## config.mk

```make
export PLATFORM = sky130hd
export DESIGN_NAME = smb_idx_target
export DESIGN_NICKNAME = d
export VERILOG_FILES = /design/src/rtl/smb_idx_pkg.sv /design/src/rtl/smb_line_sync.sv /design/src/rtl/smb_regbank.sv /design/src/rtl/smb_idx_target.sv
export SDC_FILE = /design/constraint.sdc
export NUM_CORES = 1
export LEC_CHECK = 0
export BUFFER_PORTS_ARGS = -buffer_cell sky130_fd_sc_hd__buf_4
export CORE_ASPECT_RATIO = 1.5
export CORE_UTILIZATION = 50
export CTS_BUF_LIST = sky130_fd_sc_hd__clkbuf_2 sky130_fd_sc_hd__clkbuf_4 sky130_fd_sc_hd__clkbuf_8
export CTS_CLUSTER_DIAMETER = 60
export DETAILED_ROUTE_END_ITERATION = 12
export MAX_ROUTING_LAYER = met4
export PLACE_DENSITY = 0.69
export REMOVE_ABC_BUFFERS = 1
export SLEW_MARGIN = 20
export SYNTH_ARGS = -nofsm -noshare
export SYNTH_HDL_FRONTEND = slang
export SYNTH_SLANG_ARGS = --single-unit
```

## constraint.sdc

```tcl
create_clock -name clk -period 5.1 [get_ports clk]
set_clock_uncertainty 0.05 [all_clocks]
set_input_delay 0.255 -clock clk [delete_from_list [all_inputs] [get_ports clk]]
set_output_delay 0.255 -clock clk [all_outputs]
set_load 0.02 [all_outputs]
```

## src/rtl/smb_idx_pkg.sv

```systemverilog
package smb_idx_pkg;

   typedef enum logic [2:0] {
      ST_IDLE,
      ST_RX,
      ST_ACK,
      ST_TX,
      ST_RACK
   } bus_state_t;

   typedef enum logic [1:0] {
      PH_ADDR,
      PH_INDEX,
      PH_COUNT,
      PH_DATA
   } phase_t;

   localparam logic [7:0] CTRL_WMASK = 8'hC1;
   localparam logic [7:0] CTRL_RST   = 8'h81;

   function automatic logic [7:0] reg_wmask(input int idx, input int cnt_idx);
      if (idx == 0)                     return CTRL_WMASK;
      if (idx == 1 || idx == 2)         return 8'hFF;
      if (idx == cnt_idx)               return 8'hFF;
      return 8'h00;
   endfunction

   function automatic logic [7:0] reg_rstval(input int idx, input int cnt_idx,
                                             input logic [7:0] cnt_rst);
      if (idx == 0)       return CTRL_RST;
      if (idx == 1)       return 8'hFF;
      if (idx == cnt_idx) return cnt_rst;
      return 8'h00;
   endfunction

endpackage

```

## src/rtl/smb_line_sync.sv

```systemverilog
module smb_line_sync #(
   parameter int SYNC_STAGES = 2
) (
   input  logic clk,
   input  logic rst_n,
   input  logic scl_i,
   input  logic sda_i,
   output logic scl_s,
   output logic sda_s,
   output logic scl_rise,
   output logic scl_fall,
   output logic start_det,
   output logic stop_det
);
   if (SYNC_STAGES < 2) begin : g_bad_stages
      $error("smb_line_sync: SYNC_STAGES must be at least 2");
   end

   logic [SYNC_STAGES-1:0] scl_pipe, sda_pipe;
   logic                   scl_d, sda_d;

   always_ff @(posedge clk or negedge rst_n) begin
      if (!rst_n) begin
         scl_pipe <= '1;
         sda_pipe <= '1;
         scl_d    <= 1'b1;
         sda_d    <= 1'b1;
      end else begin
         scl_pipe <= {scl_pipe[SYNC_STAGES-2:0], scl_i};
         sda_pipe <= {sda_pipe[SYNC_STAGES-2:0], sda_i};
         scl_d    <= scl_pipe[SYNC_STAGES-1];
         sda_d    <= sda_pipe[SYNC_STAGES-1];
      end
   end

   assign scl_s     = scl_pipe[SYNC_STAGES-1];
   assign sda_s     = sda_pipe[SYNC_STAGES-1];
   assign scl_rise  = scl_s & ~scl_d;
   assign scl_fall  = ~scl_s & scl_d;
   assign start_det = scl_s & scl_d & sda_d & ~sda_s;
   assign stop_det  = scl_s & scl_d & ~sda_d & sda_s;
endmodule

```

## src/rtl/smb_regbank.sv

```systemverilog
module smb_regbank
   import smb_idx_pkg::*;
#(
   parameter int         NUM_REGS = 9,
   parameter logic [7:0] CNT_RST  = 8'd9
) (
   input  logic       clk,
   input  logic       rst_n,
   input  logic       wr_en,
   input  logic [7:0] wr_idx,
   input  logic [7:0] wr_data,
   input  logic [7:0] rd_idx,
   output logic [7:0] rd_data,
   input  logic [1:0] mode_pins_i,
   output logic       mode_cap,
   output logic [7:0] cfg0_o,
   output logic [7:0] out_en_o,
   output logic [7:0] stop_sel_o,
   output logic [7:0] rd_count_o
);
   localparam int CNT_IDX = NUM_REGS - 1;

   if (NUM_REGS < 9 || NUM_REGS > 256) begin : g_bad_depth
      $error("smb_regbank: NUM_REGS must lie in 9..256");
   end

   logic [7:0] q   [NUM_REGS];
   logic [7:0] rbk [NUM_REGS];
   logic [1:0] mode_q;

   always_ff @(posedge clk or negedge rst_n) begin
      if (!rst_n) begin
         mode_q   <= 2'b00;
         mode_cap <= 1'b0;
      end else if (!mode_cap) begin
         mode_q   <= mode_pins_i;
         mode_cap <= 1'b1;
      end
   end

   for (genvar i = 0; i < NUM_REGS; i++) begin : g_reg
      localparam logic [7:0] WM = reg_wmask(i, CNT_IDX);
      localparam logic [7:0] RV = reg_rstval(i, CNT_IDX, CNT_RST);
      if (WM == 8'h00) begin : g_const
         assign q[i] = 8'h00;
      end else begin : g_store
         always_ff @(posedge clk or negedge rst_n) begin
            if (!rst_n)
               q[i] <= RV & WM;
            else if (wr_en && wr_idx == 8'(i))
               q[i] <= (q[i] & ~WM) | (wr_data & WM);
         end
      end
      if (i == 0) begin : g_ctrl_rbk
         assign rbk[i] = (q[i] & CTRL_WMASK) | {4'b0000, mode_q[1], 1'b1, mode_q[0], 1'b0};
      end else begin : g_plain_rbk
         assign rbk[i] = q[i];
      end
   end

   always_comb begin
      rd_data = 8'h00;
      for (int k = 0; k < NUM_REGS; k++)
         if (rd_idx == 8'(k)) rd_data = rbk[k];
   end

   assign cfg0_o     = rbk[0];
   assign out_en_o   = rbk[1];
   assign stop_sel_o = rbk[2];
   assign rd_count_o = rbk[CNT_IDX];
endmodule

```

## src/rtl/smb_idx_target.sv

```systemverilog
module smb_idx_target
   import smb_idx_pkg::*;
#(
   parameter logic [6:0] TGT_ADDR    = 7'h6E,
   parameter int         NUM_REGS    = 9,
   parameter logic [7:0] CNT_RST     = 8'd9,
   parameter int         SYNC_STAGES = 2
) (
   input  logic       clk,
   input  logic       rst_n,
   input  logic       scl_i,
   input  logic       sda_i,
   output logic       sda_pull_o,
   input  logic [1:0] mode_pins_i,
   output logic [7:0] cfg0_o,
   output logic [7:0] out_en_o,
   output logic [7:0] stop_sel_o,
   output logic [7:0] rd_count_o
);
   logic scl_s, sda_s, scl_rise, scl_fall, start_det, stop_det;

   smb_line_sync #(.SYNC_STAGES(SYNC_STAGES)) u_sync (
      .clk(clk), .rst_n(rst_n), .scl_i(scl_i), .sda_i(sda_i),
      .scl_s(scl_s), .sda_s(sda_s), .scl_rise(scl_rise), .scl_fall(scl_fall),
      .start_det(start_det), .stop_det(stop_det)
   );

   bus_state_t state;
   phase_t     phase;
   logic [3:0] bitcnt;
   logic [7:0] shreg, tx_sh, ptr, remain;
   logic       rd_mode, host_ack, sda_oe, mode_cap;
   logic [7:0] rd_data;
   logic       byte_done, accept, wr_en;

   assign byte_done = (state == ST_RX) && scl_fall && (bitcnt == 4'd8)
                      && !start_det && !stop_det;

   always_comb begin
      unique case (phase)
         PH_ADDR:  accept = (shreg[7:1] == TGT_ADDR);
         PH_DATA:  accept = (remain != 8'd0);
         default:  accept = 1'b1;
      endcase
   end

   assign wr_en = byte_done && (phase == PH_DATA) && (remain != 8'd0);

   smb_regbank #(.NUM_REGS(NUM_REGS), .CNT_RST(CNT_RST)) u_regs (
      .clk(clk), .rst_n(rst_n),
      .wr_en(wr_en), .wr_idx(ptr), .wr_data(shreg),
      .rd_idx(ptr), .rd_data(rd_data),
      .mode_pins_i(mode_pins_i), .mode_cap(mode_cap),
      .cfg0_o(cfg0_o), .out_en_o(out_en_o), .stop_sel_o(stop_sel_o),
      .rd_count_o(rd_count_o)
   );

   always_ff @(posedge clk or negedge rst_n) begin
      if (!rst_n) begin
         state    <= ST_IDLE;
         phase    <= PH_ADDR;
         bitcnt   <= 4'd0;
         shreg    <= 8'h00;
         tx_sh    <= 8'h00;
         ptr      <= 8'h00;
         remain   <= 8'h00;
         rd_mode  <= 1'b0;
         host_ack <= 1'b0;
         sda_oe   <= 1'b0;
      end else if (start_det) begin
         state   <= ST_RX;
         phase   <= PH_ADDR;
         bitcnt  <= 4'd0;
         rd_mode <= 1'b0;
         sda_oe  <= 1'b0;
      end else if (stop_det) begin
         state  <= ST_IDLE;
         sda_oe <= 1'b0;
      end else begin
         unique case (state)
            ST_RX: begin
               if (scl_rise) begin
                  shreg  <= {shreg[6:0], sda_s};
                  bitcnt <= bitcnt + 4'd1;
               end else if (byte_done) begin
                  if (accept) begin
                     state  <= ST_ACK;
                     sda_oe <= 1'b1;
                     unique case (phase)
                        PH_ADDR: begin
                           rd_mode <= shreg[0];
                           tx_sh   <= rd_count_o;
                           phase   <= PH_INDEX;
                        end
                        PH_INDEX: begin
                           ptr   <= shreg;
                           phase <= PH_COUNT;
                        end
                        PH_COUNT: begin
                           remain <= shreg;
                           phase  <= PH_DATA;
                        end
                        default: begin
                           ptr    <= ptr + 8'd1;
                           remain <= remain - 8'd1;
                        end
                     endcase
                  end else begin
                     state <= ST_IDLE;
                  end
               end
            end
            ST_ACK: begin
               if (scl_fall) begin
                  bitcnt <= 4'd0;
                  if (rd_mode) begin
                     state  <= ST_TX;
                     sda_oe <= ~tx_sh[7];
                  end else begin
                     state  <= ST_RX;
                     sda_oe <= 1'b0;
                  end
               end
            end
            ST_TX: begin
               if (scl_rise) begin
                  bitcnt <= bitcnt + 4'd1;
               end else if (scl_fall) begin
                  if (bitcnt == 4'd8) begin
                     state  <= ST_RACK;
                     sda_oe <= 1'b0;
                  end else begin
                     tx_sh  <= {tx_sh[6:0], 1'b0};
                     sda_oe <= ~tx_sh[6];
                  end
               end
            end
            ST_RACK: begin
               if (scl_rise) begin
                  host_ack <= ~sda_s;
                  bitcnt   <= 4'd9;
               end else if (scl_fall && bitcnt == 4'd9) begin
                  if (host_ack) begin
                     state  <= ST_TX;
                     tx_sh  <= rd_data;
                     ptr    <= ptr + 8'd1;
                     sda_oe <= ~rd_data[7];
                     bitcnt <= 4'd0;
                  end else begin
                     state <= ST_IDLE;
                  end
               end
            end
            default: sda_oe <= 1'b0;
         endcase
      end
   end

   assign sda_pull_o = sda_oe;
endmodule

```

==> summary.md, run 1 <==
| Metric | Value |
|---|---|
| # rows | `42` |
| Gp weighted congestion | `about 0.96` |
| Flop pwr share | `0.509` |
| Max cap viols | `0` |
| DRT antenna net count | `0` |
| Post-synthesis mux area share | `0.122` |
| Worst hold path type | `in -> reg` |
| Dominant synthesized flop cell | `dfrtp_1` |
| Pre-CTS WS | `2560 ps` |
| Worst-Skew Late Latency | `360 ps` |
| Period utilization | `0.513` |
| Wirelength per Cell | `18.6 um` |
| Vias in the first global route | `~3500` |
| Mapped cell area | `4540 um2` |
| Initial core utilization | `0.514` |
| EDFF count, synth | `0` |
| Worst Path Arrival | `~2800 ps` |
| Share of the synthesized area in compound gates (AO/OA/AOI/OAI) | `0.166` |
| Synth warnings | `0` |
| Root buffer cell | `clkbuf_8` |
| RSZ-0062 raised after global routing | `no` |
| Synthesized flop and latch total | `80` |
| Core Footprint | `8830 um2` |
| Main combinational cell family by area after synthesis | `simple AND/OR/NAND/NOR gates` |
| IO Pins | `39` |
| Final Hold Fails | `0` |
| Status | `finished, final reports clean` |
| Static leakage | `2.33 nW` |
| Crit path launch type | `flop` |
| Final WS setup | `2480 ps` |
| Final Slew Violations | `0` |
| Max-slew headroom | `0.500` |
| Cell Pwr Density | `about 250 nW/um2` |
| Logic gate share of total power | `0.034` |
| Unique masters post-synth | `70` |
| Setup_tns | `0 ps` |
| Total power | `1.28 mW` |
| DRC | `0` |
| Setup-failing EPs final | `0` |
| Pint | `just under 1 mW` |
| CP cell instances | `nand4bb_1, o21ai_0, nand3_1, a211oi_4, mux2_4` |
| Nets | `483` |
| First-pass GRT wire length | `17.8 mm` |
| Die Ht | `about 120 um` |
| Clock Sinks | `80` |
| Max stage delay cell, worst path | `a211oi_4` |
| Clock network fraction of design power | `0.457` |
| Ys async rst share | `1.00` |
| Worst-path fanout max | `11` |
| NetSw | `0.285 mW` |
| Clk slew on worst S/H paths | `about 90 ps` |
| Sw frac | `0.223` |
| Syn-to-layout area delta | `12.8%` |
| Post-synthesis xor/xnor area fraction | `0.00193` |
| Hold Slack | `around 68 ps` |
| Reg2reg start | `u_sync.scl_d` |
| Slew at the pin closest to its max-slew limit | `~750 ps` |
| Crit path from | `u_sync.scl_d` |
| Average size of a mapped cell | `10.5 um2` |
| CTS tree | `done` |
| Mapped Cells | `433` |
| Gr usage total | `0.255` |
| Antenna violations before repair | `0` |
| Fmax achieved | `0.382 GHz` |
| CTS Buf Count | `9` |
| Share of cells above drive strength 1 | `0.229` |
| DRT iter0 DRCs | `250` |
| Pin count of the biggest net entering global routing | `81` |
| DR pass1 iterations | `4` |
| Synth Area in Simple Gates | `0.182` |
| Post-DP HPWL | `7.55 mm` |
| VDD IR max | `0.196 mV` |
| WP data required | `5300 ps` |
| Chip Width | `79.8 um` |
| Via-to-Cell Ratio | `roughly 6.0` |
| Post-synthesis adder-cell area fraction | `0.0386` |
| Routed WL | `10.7 mm` |
| Port buffer count | `35` |
| Ant. Diodes | `0` |
| CP Class | `reg -> reg` |
| Crit end category | `flop` |
| Vias | `3464` |
| CTS H-tree depth | `3` |
| Hold wc startpoint | `mode_pins_i[1]` |
| Grt total ovfl | `0` |
| Sequential element share of the synthesized area | `0.446` |
| Die area | `9470 um2` |
| Crit path largest cell delay | `640 ps` |
| Clock Path Buffers | `2` |
| Post-CTS setup buffer count | `0` |
| Fin crit period | `2620 ps` |
-- power by group through the flow --
stage,clock (mW),sequential [mW],combinational (mW)
6_report,0.583,0.649,0.0430
5_1_grt,0.621,0.651,0.0479
4_1_cts,0.595,0.649,0.0432
3_5_place_dp,0,0.661,0.0418
3_3_place_gp,0,0.661,0.0411
2_1_floorplan,0,0.661,0.0171
-- synthesized netlist by cell type, drive strengths merged (2+ instances only) --
library cell,instances,area share
nand4bb,2,0.0050
and4bb,2,0.0063
buf,13,0.017
nand3,9,0.0099
mux2i,7,0.015
and3b,2,0.0039
or3b,3,0.0058
nor4,2,0.0061
a221o,6,0.013
nand2b,4,0.0055
nor3,22,0.024
a22oi,5,0.0083
inv,22,0.018
a31oi,5,0.0083
a211oi,4,0.0094
conb,2,0.0017
o21ai,32,0.036
and2,4,0.0055
nor2,35,0.030
a32oi,4,0.0077
nor3b,2,0.0083
a211o,2,0.0039
nor4b,2,0.0039
dfstp,18,0.10
dfrtp,62,0.34
o31ai,2,0.0033
mux2,41,0.11
o32ai,2,0.0039
and3,5,0.0069
a2bb2oi,3,0.0058
nor2b,10,0.014
o22a,2,0.0039
nand3b,3,0.0050
nand2,23,0.022
clkbuf,8,0.0069
nand4b,4,0.0077
o211ai,5,0.0094
o22ai,5,0.0069
a21oi,14,0.015
nand4,2,0.0028
a221oi,5,0.0096
ha,14,0.039
-- cells in the final DEF, fill, tap and decap left out, types with 5 or more instances in the layout --
cell      count
dfrtp_1      62
nor2_1       34
buf_4        34
o21ai_0      31
inv_1        22
nor3_1       22
nand2_1      21
mux2_1       19
dfstp_2      18
mux2_2       16
a21oi_1      14
ha_1         14
nor2b_1      10
nand3_1       9
clkbuf_8      9
mux2i_1       7
a221o_1       6
mux2_4        6
a22oi_1       5
a221oi_1      5
and3_1        5
o22ai_1       5
-- flip-flops by register name, summed over array words and instances, names as in the netlist, 2 cells and up --
name	flops
shreg	8
bitcnt	4
tx_sh	8
u_sync.sda_pipe	2
u_regs.stop_sel_o	8
u_regs.q	3
remain	8
phase	2
ptr	8
u_regs.out_en_o	8
u_regs.rd_count_o	8
u_regs.mode_q	2
u_sync.scl_pipe	2
state	3
-- logic make-up after synthesis --
logic type / Yosys count
DFF: 80
xor gates and xnor gates: 1
muxes: 48
buffers and inverters: 43
and+or+nand+nor: 141
adders and majority gates: 14
other: 2
AOI/OAI and AO/OA: 104
-- worst max-delay path: cells and delay by family, from the launching register on --
family | cells | cell delay [ps]
compound gates | 2 | 890
flops | 1 | 620
simple gates | 2 | 590
mux | 1 | 350
-- path summary, 6_finish.rpt --
path | depth (start not counted) | to | slack (ps)
hold / removal | 2 | u_regs.mode_q[1] | 70
max in group asynchronous | 2 | u_regs.stop_sel_o[6] | 4060
min in group asynchronous | 2 | bitcnt[3] | 450
setup reg to reg | 5 | tx_sh[4] | 2480
setup / recovery | 5 | tx_sh[4] | 2480
hold reg to reg | 0 | u_sync.scl_pipe[1] | 310
-- per-stage QoR --
| step | instances | area, um2 | utilization |
|---|---|---|---|
| finish | 578 | 5120 | 0.580 |
| global route | 578 | 5120 | 0.580 |
| CTS | 577 | 5100 | 0.578 |
| detailed placement | 559 | 4840 | 0.548 |
| global placement | 559 | 4840 | 0.548 |
| floorplan | 414 | 4440 | - |
-- per-layer routing --
layer	GRT usage	vias to the layer above	share of wire
li1	-	1640	-
met1	0.301	1703	0.42
met2	0.396	76	0.50
met3	0.0471	45	0.033
met4	0.160	0	0.051
met5	-	-	0
-- what timing repair did --
item / in CTS / in global routing
resized for setup: 0 / 0
hold buffers: 2 / 1
hold endpoints to repair: 2 / 62
-- layout make-up --
type                            count  area, um2
Clock inverter                      6        115
Clock buffer                       10        131
Timing Repair Buffer               38        297
Sequential cell                    80       2020
Multi-Input combinational cell    312       2330
Inverter                           22       82.6
Tap cell                          110        138
Fill cell                         775       3710
No activity file was read; power rests on OpenSTA's default activity.
==> inputs of run 2 (changes only) <==
PLACE_DENSITY = 0.71   (was 0.69)
clock period = 2.3 ns   (was 5.1 ns; I/O delays follow)
==> run 2 against run 1 <==
Clock power is 92% higher. Flip-flop and latch count did not move. Combinational power rose to 2.6 times the previous value. Critical path depth grew 3. Power grew 110%. Final area grew 5.4%. Critical endpoint is now ptr[3]. Largest cell class unchanged. Largest power group unchanged. Highest routed layer unchanged.
==> summary.md, run 2 (same netlist as run 1, synthesis figures left out) <==
| Metric | Value |
|---|---|
| Status | `finished, final reports clean` |
| Reg2reg start | `phase[0]` |
| Crit path launch type | `flop` |
| # rows | `42 (unchanged)` |
| Leading cell type in the layout, fill and taps excluded | `buf_4` |
| Max stage delay cell, worst path | `dfrtp_1` |
| Setup_tns | `0 ps (unchanged)` |
| Post-DP HPWL | `8.27 mm (+9.5%)` |
| Vias | `3683 (+6.3%)` |
| Root buffer cell | `clkbuf_8` |
| Worst-Skew Late Latency | `370 ps (about the same)` |
| Dpl cells | `592 (+5.9%)` |
| Antenna violations before repair | `0 (unchanged)` |
| Die area | `9470 um2 (unchanged)` |
| Port buffer count | `35 (unchanged)` |
| Clock Sinks | `80 (unchanged)` |
| Clk slew on worst S/H paths | `100 ps (about the same)` |
| Via-to-Cell Ratio | `5.99 (about the same)` |
| Gp weighted congestion | `0.919 (-3.9%)` |
| Max cap viols | `0 (unchanged)` |
| Slew at the pin closest to its max-slew limit | `984 ps (+234 ps)` |
| Worst-path fanout max | `7 (-4)` |
| DRT antenna net count | `0 (unchanged)` |
| Nets | `520 (+7.7%)` |
| Initial core utilization | `0.514 (unchanged)` |
| Crit path largest cell delay | `430 ps (-210 ps)` |
| Final WS setup | `117 ps (-2370 ps)` |
| Final Slew Violations | `0 (unchanged)` |
| Hold wc startpoint | `u_sync.sda_pipe[0]` |
| DRC | `0 (unchanged)` |
| Ant. Diodes | `0 (unchanged)` |
| CTS H-tree depth | `3 (unchanged)` |
| WP data required | `2510 ps (-2790 ps)` |
| Worst Path Arrival | `2400 ps (-420 ps)` |
| Cell Pwr Density | `495 nW/um2 (+99%)` |
| DRT iter0 DRCs | `242 (-3.2%)` |
| Setup-failing EPs final | `0 (unchanged)` |
| VDD IR max | `0.431 mV (+120%)` |
| CTS Buf Count | `9 (unchanged)` |
| Syn-to-layout area delta | `18.8%` |
| Worst hold path type | `reg -> reg` |
| Pin count of the biggest net entering global routing | `79 (-2.5%)` |
| First-pass GRT wire length | `18.7 mm (+5.0%)` |
| Post-DP Area | `5090 um2 (+5.1%)` |
| Die Ht | `119 um (unchanged)` |
| Crit path from | `phase[0]` |
| DR pass1 iterations | `4 (unchanged)` |
| Clock Path Buffers | `2 (unchanged)` |
| Routed WL | `11.4 mm (+6.2%)` |
| Core Footprint | `8830 um2 (unchanged)` |
| Crit end category | `flop` |
| Fmax achieved | `0.458 GHz (+20%)` |
| Vias in the first global route | `3776 (+8.3%)` |
| Post-layout util | `0.611 (+0.0310)` |
| Commonest cells after routing, fill and taps aside | `buf_4, dfrtp_1, nor2_1` |
| Wirelength per Cell | `18.5 um (-0.16%)` |
| Gr usage total | `0.269 (+0.0140)` |
| CP cell instances | `inv_1, ha_1, nor2_1, a41oi_4, buf_4, a31oi_2, or2_2, o22a_1` |
| Chip Width | `79.8 um (unchanged)` |
| Final Cell Area | `5390 um2 (+5.4%)` |
| Period utilization | `0.949 (+0.436)` |
| CP Class | `reg -> reg` |
| Fin cells | `615 (+6.4%)` |
| Share of cells above drive strength 1 | `0.287 (+0.0585)` |
| IO Pins | `39 (unchanged)` |
| RSZ-0062 raised after global routing | `yes` |
| Max-slew headroom | `0.344 (-0.156)` |
| Fin crit period | `2180 ps (-433 ps)` |
| Static leakage | `2.49 nW (+6.9%)` |
| CTS tree | `done` |
| Final Hold Fails | `0 (unchanged)` |
| Pre-CTS WS | `-1.06 ps (-2560 ps)` |
| Grt total ovfl | `0 (unchanged)` |
==> run 2: cell types whose count changed in the layout (fill, tap and decap cells not counted), sizes merged <==
cell         delta
clkbuf          -1
clkinv          +1
bufinv          -2
buf            +35
inv             +2
dlygate4sd3     +2
==> run 2: stage by stage <==
stage               power, mW  hold WS [ps]
global placement         1.57           177
detailed placement       1.57           176
floorplan                1.50          -231
CTS                      2.69           311
global route             2.76           315
finish                   2.67           309
==> run 2: final cells by class <==
class	instances	area [um2]
clock buffers	9	124
clock inverters	7	83.8
fillers	754	3440
inverters	22	82.6
multi-input cells	312	2350
flip-flops and latches	80	2020
well taps	110	138
repair buffers	75	588
==> run 2: critical path, delay by kind of cell, from the launching register on <==
family                   cells  cell delay (ps)
adder cells (fa/ha/maj)      1              350
AO/OA/AOI/OAI                3              530
buffers and inverters        2              290
AND/OR/NAND/NOR              2              420
flip-flops                   1              430
==> run 2: where the power goes <==
| part | internal (mW) | switching (mW) |
|---|---|---|
| Combinational | 0.0419 | 0.0683 |
| Sequential | 1.42 | 0.0164 |
| Clock | 0.522 | 0.598 |
| Total | 1.99 | 0.682 |
==> run 2: final timing paths <==
check,end,slack [ps],cells past startpoint
min in group asynchronous,bitcnt[0],360,2
min,u_sync.sda_pipe[1],310,0
min reg2reg,u_sync.sda_pipe[1],310,0
max reg2reg,ptr[3],120,8
max,ptr[3],120,8
max in group asynchronous,u_regs.q[71],1110,3
==> run 2: what timing repair did <==
action,4_1_cts,5_1_grt
pin swaps,1,1
endpoints found under the hold margin,66,0
setup endpoints to repair,6,17
gates resized for setup,0,6
buffers inserted,1,1
hold buffers,5,0
==> run 2: metal layers <==
| metal | up-vias | global-route usage | share of wire | wire [um] |
|---|---|---|---|---|
| met1 | 1832 | 0.303 | 0.41 | 4620 |
| met5 | - | - | 0 | 0 |
| met3 | 37 | 0.0402 | 0.028 | 320 |
| li1 | 1731 | - | - | - |
| met2 | 83 | 0.452 | 0.53 | 6040 |
| met4 | 0 | 0.141 | 0.037 | 418 |
